[src/rtl/nand_ecc_pkg.sv]
package nand_ecc_pkg;

    localparam int CHUNK_ADDR_W = 8;
    localparam int CHUNK_BYTES  = 1 << CHUNK_ADDR_W;
    localparam int LINE_W       = 2 * CHUNK_ADDR_W;
    localparam int COL_W        = 6;
    localparam int CODE_BYTES   = 3;

    typedef enum logic [1:0] {
        MODE_OFF  = 2'b00,
        MODE_ACC  = 2'b01,
        MODE_READ = 2'b10,
        MODE_CLR  = 2'b11
    } ecc_mode_e;

    typedef struct packed {
        logic [LINE_W-1:0] lp;
        logic [COL_W-1:0]  cp;
    } chunk_code_t;

    // column parity contribution of one data byte
    function automatic logic [COL_W-1:0] col_parity(input logic [7:0] d);
        logic [COL_W-1:0] c;
        c[0] = ^(d & 8'h55);
        c[1] = ^(d & 8'hAA);
        c[2] = ^(d & 8'h33);
        c[3] = ^(d & 8'hCC);
        c[4] = ^(d & 8'h0F);
        c[5] = ^(d & 8'hF0);
        return c;
    endfunction

    // which stored code byte a readout slot presents: 1, 0, 2
    function automatic logic [1:0] slot_to_byte(input logic [1:0] slot);
        case (slot)
            2'd0:    return 2'd1;
            2'd1:    return 2'd0;
            default: return 2'd2;
        endcase
    endfunction

    // inverted code byte as presented on the data port
    function automatic logic [7:0] code_byte(input chunk_code_t c, input logic [1:0] sel);
        case (sel)
            2'd0:    return ~c.lp[7:0];
            2'd1:    return ~c.lp[15:8];
            default: return {~c.cp, 2'b11};
        endcase
    endfunction

endpackage

[src/rtl/ecc_chunk_acc.sv]
module ecc_chunk_acc
    import nand_ecc_pkg::*;
(
    input  logic                    clk,
    input  logic                    rst,
    input  logic                    clr,
    input  logic                    en,
    input  logic [CHUNK_ADDR_W-1:0] addr,
    input  logic [7:0]              data,
    output chunk_code_t             code
);

    chunk_code_t code_q;
    logic [LINE_W-1:0] lp_next;
    logic              byte_par;

    always_comb begin
        byte_par = ^data;
        lp_next  = code_q.lp;
        for (int k = 0; k < CHUNK_ADDR_W; k++) begin
            if (addr[k]) lp_next[2*k+1] = lp_next[2*k+1] ^ byte_par;
            else         lp_next[2*k]   = lp_next[2*k]   ^ byte_par;
        end
    end

    always_ff @(posedge clk) begin
        if (rst || clr) begin
            code_q <= '0;
        end else if (en) begin
            code_q.lp <= lp_next;
            code_q.cp <= code_q.cp ^ col_parity(data);
        end
    end

    assign code = code_q;


    acc_clr_chk: assert property (@(posedge clk) disable iff (rst)
        clr |=> (code == '0));


    acc_hold_chk: assert property (@(posedge clk) disable iff (rst)
        (!clr && !en) |=> $stable(code));

endmodule

[src/rtl/ecc_readout.sv]
module ecc_readout
    import nand_ecc_pkg::*;
#(
    parameter int NUM_CHUNKS = 2
) (
    input  logic        clk,
    input  logic        rst,
    input  logic        active,
    input  logic        rd_strobe,
    input  chunk_code_t codes [NUM_CHUNKS],
    output logic [7:0]  ecc_byte
);

    localparam int CH_W = (NUM_CHUNKS > 1) ? $clog2(NUM_CHUNKS) : 1;
    localparam logic [CH_W-1:0] LAST_CH = CH_W'(NUM_CHUNKS - 1);

    logic            was_active;
    logic            entering;
    logic [1:0]      slot_q, slot_eff;
    logic [CH_W-1:0] chunk_q, chunk_eff;

    assign entering  = active && !was_active;
    assign slot_eff  = entering ? 2'd0 : slot_q;
    assign chunk_eff = entering ? '0 : chunk_q;

    always_ff @(posedge clk) begin
        if (rst) begin
            was_active <= 1'b0;
            slot_q     <= '0;
            chunk_q    <= '0;
        end else begin
            was_active <= active;
            if (active && rd_strobe) begin
                if (slot_eff == 2'(CODE_BYTES - 1)) begin
                    slot_q  <= '0;
                    chunk_q <= (chunk_eff == LAST_CH) ? '0 : chunk_eff + CH_W'(1);
                end else begin
                    slot_q  <= slot_eff + 2'd1;
                    chunk_q <= chunk_eff;
                end
            end else if (entering) begin
                slot_q  <= '0;
                chunk_q <= '0;
            end
        end
    end

    always_comb begin
        ecc_byte = 8'h00;
        if (active) ecc_byte = code_byte(codes[chunk_eff], slot_to_byte(slot_eff));
    end


    rd_enter_chk: assert property (@(posedge clk) disable iff (rst)
        (active && !was_active && !rd_strobe) |=> (slot_q == 2'd0 && chunk_q == '0));


    rd_step_chk: assert property (@(posedge clk) disable iff (rst)
        (active && was_active && rd_strobe && slot_q == 2'd0)
        |=> (slot_q == 2'd1 && chunk_q == $past(chunk_q)));

endmodule

[src/rtl/nand_ecc_accum.sv]
module nand_ecc_accum
    import nand_ecc_pkg::*;
#(
    parameter int NUM_CHUNKS = 2
) (
    input  logic       clk,
    input  logic       rst,
    input  logic [1:0] mode,
    input  logic       byte_valid,
    input  logic [7:0] byte_data,
    input  logic       rd_strobe,
    output logic [7:0] ecc_byte
);

    localparam int TOTAL_BYTES = NUM_CHUNKS * CHUNK_BYTES;
    localparam int CNT_W       = $clog2(TOTAL_BYTES);
    localparam int CH_W        = (NUM_CHUNKS > 1) ? $clog2(NUM_CHUNKS) : 1;
    localparam logic [CNT_W-1:0] LAST_IDX = CNT_W'(TOTAL_BYTES - 1);

    ecc_mode_e   mode_e;
    logic        accept, clear, reading;
    logic [CNT_W-1:0]        cnt_q;
    logic [CHUNK_ADDR_W-1:0] byte_addr;
    logic [CH_W-1:0]         chunk_idx;
    chunk_code_t             codes [NUM_CHUNKS];

    assign mode_e    = ecc_mode_e'(mode);
    assign accept    = (mode_e == MODE_ACC) && byte_valid;
    assign clear     = (mode_e == MODE_CLR);
    assign reading   = (mode_e == MODE_READ);
    assign byte_addr = cnt_q[CHUNK_ADDR_W-1:0];
    assign chunk_idx = CH_W'(cnt_q >> CHUNK_ADDR_W);

    always_ff @(posedge clk) begin
        if (rst || clear) begin
            cnt_q <= '0;
        end else if (accept) begin
            cnt_q <= (cnt_q == LAST_IDX) ? '0 : cnt_q + CNT_W'(1);
        end
    end

    generate
        for (genvar g = 0; g < NUM_CHUNKS; g++) begin : g_chunk
            ecc_chunk_acc u_acc (
                .clk  (clk),
                .rst  (rst),
                .clr  (clear),
                .en   (accept && (chunk_idx == CH_W'(g))),
                .addr (byte_addr),
                .data (byte_data),
                .code (codes[g])
            );
        end
    endgenerate

    ecc_readout #(.NUM_CHUNKS(NUM_CHUNKS)) u_rd (
        .clk       (clk),
        .rst       (rst),
        .active    (reading),
        .rd_strobe (rd_strobe),
        .codes     (codes),
        .ecc_byte  (ecc_byte)
    );


    cnt_clr_chk: assert property (@(posedge clk) disable iff (rst)
        clear |=> (cnt_q == '0));


    cnt_step_chk: assert property (@(posedge clk) disable iff (rst)
        (accept && cnt_q != LAST_IDX) |=> (cnt_q == $past(cnt_q) + CNT_W'(1)));


    cnt_hold_chk: assert property (@(posedge clk) disable iff (rst)
        (!accept && !clear) |=> $stable(cnt_q));


    out_idle_chk: assert property (@(posedge clk) disable iff (rst)
        (mode != 2'b10) |-> (ecc_byte == 8'h00));

endmodule

[config.mk]
export PLATFORM = sky130hd
export DESIGN_NAME = nand_ecc_accum
export DESIGN_NICKNAME = d
export VERILOG_FILES = /design/src/rtl/nand_ecc_pkg.sv /design/src/rtl/ecc_chunk_acc.sv /design/src/rtl/ecc_readout.sv /design/src/rtl/nand_ecc_accum.sv
export SDC_FILE = /design/constraint.sdc
export NUM_CORES = 1
export LEC_CHECK = 0
export ABC_AREA = 1
export BUFFER_PORTS_ARGS = -buffer_cell sky130_fd_sc_hd__clkbuf_2
export CAP_MARGIN = 5
export CORE_MARGIN = 2
export CORE_UTILIZATION = 60
export DETAILED_ROUTE_END_ITERATION = 10
export PLACE_DENSITY = 0.79
export SLEW_MARGIN = 20
export SYNTH_ARGS = -nofsm -noshare
export SYNTH_HDL_FRONTEND = slang
export SYNTH_HIERARCHICAL = 1
export SYNTH_SLANG_ARGS = --single-unit
[constraint.sdc]
create_clock -name clk -period 2.7 [get_ports clk]
set_input_delay 0.135 -clock clk [delete_from_list [all_inputs] [get_ports clk]]
set_output_delay 0.135 -clock clk [all_outputs]
set_load 0.01 [all_outputs]
## After elaboration in Yosys (flattened, before gate mapping)

Cells that the tools add are included.

- Register bits after elaboration: 57
- Input port bits: 14
- Output and inout port bits: 8
- Logic and storage cells: 159

- Add/subtract/negate cells: 3
- $lt $le $gt $ge: 1
- Equal/unequal tests: 7
- Mux-type cells: 15
- Bitwise gates (word level): 47
- Reductions and logical operators: 48

Operator list:

| operator | count |
|---|---|
| two-way mux 22 bit | 3 |
| AND reduction 2 bit | 32 |
| XOR reduction 8 bit | 7 |
| bitwise XOR 1 bit | 32 |
| inverter 8 bit | 2 |
| case mux 8 bit (2 select lines) | 1 |
| bitwise XOR 6 bit | 2 |
| adder 9 x 1 -> 9 bit (second input constant) | 1 |
| equality test 9 bit (second input constant) | 1 |
| two-way mux 9 bit | 1 |
| inverter 1 bit | 9 |
| two-way mux 2 bit | 4 |
| two-way mux 8 bit | 1 |
| equality test 2 x 1 -> 1 bit (second input constant) | 3 |
| equality test 2 bit (second input constant) | 3 |
| inverter 6 bit | 1 |
| logical AND 1 bit | 5 |
| logical NOT 2 bit | 2 |
| two-way mux 1 bit | 4 |
| case mux 2 bit (2 select lines) | 1 |
| adder 2 x 1 -> 2 bit (second input constant) | 1 |
| >= comparator 2 bit (second input constant) | 1 |
| inverter 1 -> 2 bit | 1 |
| adder 1 bit (second input constant) | 1 |
| 2 further kinds | 2 |

## Logic depth before layout (Yosys ltp)

- Word-level depth: 10
- Depth in mapped cells: 12
- Mapped depth without buffers: 11

## Modules after synthesis

The synthesis kept the hierarchy.

By module, submodules not included:

| module | times used | cells each | area an instance (um2) |
|---|---|---|---|
| ecc_chunk_acc | 2 | 243 | 1551.5 |
| ecc_readout | 1 | 156 | 765.7 |
| nand_ecc_accum | 1 | 84 | 535.5 |

## Worst setup path before layout

OpenSTA, ideal clock, no wires.

- Kind: reg2reg
- From: register cnt_q[1]
- To: register cnt_q[5]
- Setup time: 0.113 ns
- Arrival time: 1.443 ns
- Setup slack: 1.145 ns
- Cell stages (with the launch flop): 12
- Buffers on the path: 0
- Path through: dfxtp_1 > ha_1 > nand2_1 > nor2_1 > nand3_1 > nor2_1 > ha_1 > nand2_1 > nand2_1 > inv_2 > nand2_1 > nor2_1

- Cells in the longest elaborated chain, start to end: 2
- Elaborated cells on any way between the ends: 3
- Classes of those cells: add/sub (1); eq/ne (1); mux (1)

RTL lines:

| element | line | RTL |
|---|---|---|
| start: declaration | nand_ecc_accum.sv:22 | `logic [CNT_W-1:0] cnt_q;` |
| start signal: assignment | nand_ecc_accum.sv:38 | `cnt_q <= (cnt_q == LAST_IDX) ? '0 : cnt_q + CNT_W'(1);` |
| adder 9 x 1 -> 9 bit or equality test 9 bit (tied branches) | nand_ecc_accum.sv:38 |  |
| two-way mux 9 bit (*) | nand_ecc_accum.sv:38 |  |

Every way passes the cells marked *; elsewhere a longest branch is shown, timed or not.
A chain may end at the register's enable or synchronous reset.

## Final worst setup path

- From: register u_rd.chunk_q
- To: output port ecc_byte[3]

- Cells in the longest elaborated chain, start to end: 8
- Elaborated cells on any way between the ends: 10
- Classes of those cells: mux (6); bitwise (4)

RTL lines:

| element | line | RTL |
|---|---|---|
| start: declaration | ecc_readout.sv:20 | `logic [CH_W-1:0] chunk_q, chunk_eff;` |
| start signal: assignment | ecc_readout.sv:36 | `chunk_q <= (chunk_eff == LAST_CH) ? '0 : chunk_eff + CH_W'(1);` |
| start signal: assignment | ecc_readout.sv:39 | `chunk_q <= chunk_eff;` |
| two-way mux 1 bit (*) | n/a |  |
| inverter 1 -> 2 bit (not written as such) (*) | ecc_readout.sv:50 | `if (active) ecc_byte = code_byte(codes[chunk_eff], slot_to_byte(slot_eff));` |
| two-way mux 22 bit (not written as such) (*) (3 in a row) | ecc_readout.sv:50 |  |
| inverter 6 bit (tied with other cells) | nand_ecc_pkg.sv:47 | `default: return {~c.cp, 2'b11};` |
| case mux 8 bit (2 select lines) (*) | nand_ecc_pkg.sv:44 | `case (sel)` |
| two-way mux 8 bit (*) | ecc_readout.sv:50 |  |
| end: declaration | nand_ecc_accum.sv:12 | `output logic [7:0] ecc_byte` |

Every way passes the cells marked *; elsewhere a longest branch is shown, timed or not. The select of a mux whose other input is x is not followed.

==> results.md <==
* Outcome: completed
* # Max-Cap Violations at 0
* ANT nets after route at 0
* Starting DRT DRC Count at 230
* Initial antenna violation count at 0
* Post-synth net total at 743
* Cells after synthesis at between 700 and 800
* Cts hold-fix bufs at 0
* Syn-to-layout area delta at 5.824%
* Starting density of the core at 61.38%
* Max stage delay cell, worst path: dfxtp_1
* Clk Latency, worst-skew pair at between 0.3 and 0.4 ns
* Sequential fraction of the synthesis area at approximately a quarter
* # resized after CTS at 0
* H-Tree Depth at 3
* IO buf count at 21
* GRT overflow at 0
* Via-per-instance ratio at ~5.2
* Clock Tree Buf Depth at 2
* DP HPWL at 7685 um
* Routed vias at around 4400
* Layout Utilization at approximately 65%
* Post-CTS setup buffer count at 0
* Share of cells above drive strength 1 at between 10% and 20%
* CP Class: flip-flop to output pin
* Worst EP required at between 2 and 3 ns
* First-pass DRT Iterations at 5
* Worst path most repeated cell: nor2_1
* DR DRC count at 0
* Startpoint types: flip-flop
* Seq cells post-synth at 57
* Pre-CTS WS at 0.8522 ns
* Synth cell count leaders: nand2_1 (190), inv_1 (145), nor2_1 (83)
* Ports at 22
* Fill cells at roughly 670
* Final setup viols at 0
* Routed WL per cell at 12.31 um
* Critical path origin: u_rd/chunk_q$_SDFF_PP0_
* Fin crit share at between 60 and 70%
* Site Rows at 31
* Root Buffer: clkbuf_8
* Clock sink total at 57
* Yosys warns at 6
* Synth top area cells: dfxtp_1 (26%), nand2_1 (16%), inv_1 (12%), nand3_1 (8.5%), nor2_1 (7.1%)
* Syn avg cell area at 6.066 um2
* First-pass GRT wire length at around 17000 um
* Final WL at between 10000 and 15000 um
* EDFF count, synth at 0
* Final hold violation count at 0
* CP peak stage delay at between 0.5 and 0.6 ns
* Fin. max-slew vios at 0
* Top FF cell, synth: dfxtp_1
* Delay-heaviest family, CP: flip-flops
* GPL Wtd Cong at approximately 0.89
* CP arrival at about 1.7 ns
* Worst rel slew slack at between 60% and 70%
* Pwr per Cell Area at between 400 and 500 mW/mm2
* TritonCTS clock tree: built
* Nets at 760
* Hold_sp: rst
* Pleak at around 2.3 nW
* Die X-Extent at between 80 and 90 um
* Slew @ Worst Pin at 0.5144 ns
* GRT Resource Usage Total at a little over a quarter
* Setup TNS at 0 ns
* Top cell type by total area after synthesis: dfxtp_1
* FMAX at ~540 MHz
* FF-to-FF Start: cnt_q[0]$_SDFFE_PP0P_
* Synth Cell Area at roughly 0.0044 mm2
* Async set-reset flop share out of synthesis at 0%
* Die Ht at approximately 90 um
* VDD IR max at 0.2134 mV
* Die area at just over 0.008 mm2
* Most common cell in the netlist: nand2_1
* Hold/Removal Path Class: primary input to flip-flop
* Clk pin slew, worst setup/hold paths at approximately 0.07 ns
* Core outline area at between 0.007 and 0.008 mm2
* Cell breakdown of the critical path: inv_1, nor2_1, nor2_1, nand2_1, nand2_1, nor2_1, clkbuf_2
* Post-synthesis cell type count at 33
* N_diodes at 0
* Final worst setup slack at 0.8415 ns
* RSZ-0062 raised after global routing: no
* CTS Buf Count at 9
* Crit. End Element: output pin
* Buf+Inv Stages, Crit Path at 2
* Vias in the first global route at 3798
* Top-area cell type share of the netlist area at 25.91%
* Tmin final at 1.858 ns
* Area taken by multi-input logic gates at 0.002492 mm2
* Final Skew at 0.006965 ns
* CP max FO at 9
* Largest net degree at the start of global routing at 26
* Register area at around 0.0011 mm2
-- cell usage in the layout, fill, tap and decap left out, drive strengths merged --
cell        n
clkinv      3
nor2      104
nand3      95
o21a        2
and3b       2
clkinvlp    3
nor3        2
o21ai      17
ha          3
a21o        1
inv       155
nand3b      8
xnor2      12
nand2     225
o21bai      1
dfxtp      57
clkbuf     30
a31oi       1
buf         6
a21oi      16
nand4       1
nor3b       4
-- cell families (layout without fill, tap and decap cells) --
logic type	count (synthesis)	count (layout)	synth area share, %
flip-flops	57	57	25.91
XOR/XNOR	12	12	2.386
AO/OA/AOI/OAI	38	38	4.659
buffers and inverters	175	197	17.50
adder cells (fa/ha/maj)	3	3	0.8524
AND/OR/NAND/NOR	441	441	48.69
-- layer usage --
layer / track usage [%] / vias up / share of wire (%)
met5: 0 / - / 0
met4: 11.13 / 0 / 2.9
met3: 5.941 / 26 / 5.1
met2: 47.86 / 114 / 50
met1: 32.68 / 2017 / 42
li1: - / 2213 / -
-- flip-flops by register name (all words and copies together), names as in the netlist --
signal,count
g_chunk.u_acc/code,44
cnt_q,9
u_rd/slot_q,2
u_rd/chunk_q,1
u_rd/was_active,1
-- cell type report --
| class | count | share of cell area, % |
|---|---|---|
| timing repair buffer | 27 | 3.221 |
| inverter | 154 | 12.51 |
| clock inverter | 7 | 0.9933 |
| clock buffer | 9 | 2.658 |
| tap | 99 | 2.658 |
| multi-input combinational | 494 | 53.48 |
| sequential | 57 | 24.48 |
-- stage by stage --
stage / hold slack (ns) / instances / total power [W] / instance area (um2)
6_report: 0.08800 / 847 / 0.001941 / 4661
5_1_grt: 0.08374 / 847 / 0.002032 / 4661
4_1_cts: 0.07456 / 847 / 0.001951 / 4661
3_5_place_dp: 0.4411 / 831 / 0.001245 / 4491
3_3_place_gp: 0.4333 / 831 / 0.001234 / 4491
2_1_floorplan: 0.2063 / 726 / 0.001191 / 4404
-- power breakdown --
group / internal (W) / switching [W] / leakage [nW]
Sequential: 0.000852 / 0.0000110 / 0.460
Clock: 0.000330 / 0.000382 / 0.0814
Combinational: 0.000109 / 0.000257 / 1.77
Total: 0.00129 / 0.000650 / 2.31
-- path summary, 6_finish.rpt --
| kind | end | slack, ns | depth (start not counted) |
|---|---|---|---|
| worst min-delay path | u_rd/was_active$_SDFF_PP0_ | 0.09 | 2 |
| worst max register to register | cnt_q[4]$_SDFFE_PP0P_ | 0.88 | 11 |
| worst max-delay path | ecc_byte[3] | 0.84 | 7 |
| worst min register to register | g_chunk[0].u_acc/code[2]$_SDFFE_PP0P_ | 0.46 | 2 |
-- worst register-to-register path, cell delays in order (launching register included) --
cell and delay, ns:
dfxtp_1 0.48, ha_1 0.22, nand2_1 0.07, nor2_1 0.17, nand3_1 0.09, nor2_1 0.15, ha_1 0.17, nand2_1 0.06
nand2_1 0.15, inv_2 0.06, nand2_1 0.05, nor2_1 0.05
No activity file was read; power rests on OpenSTA's default activity.
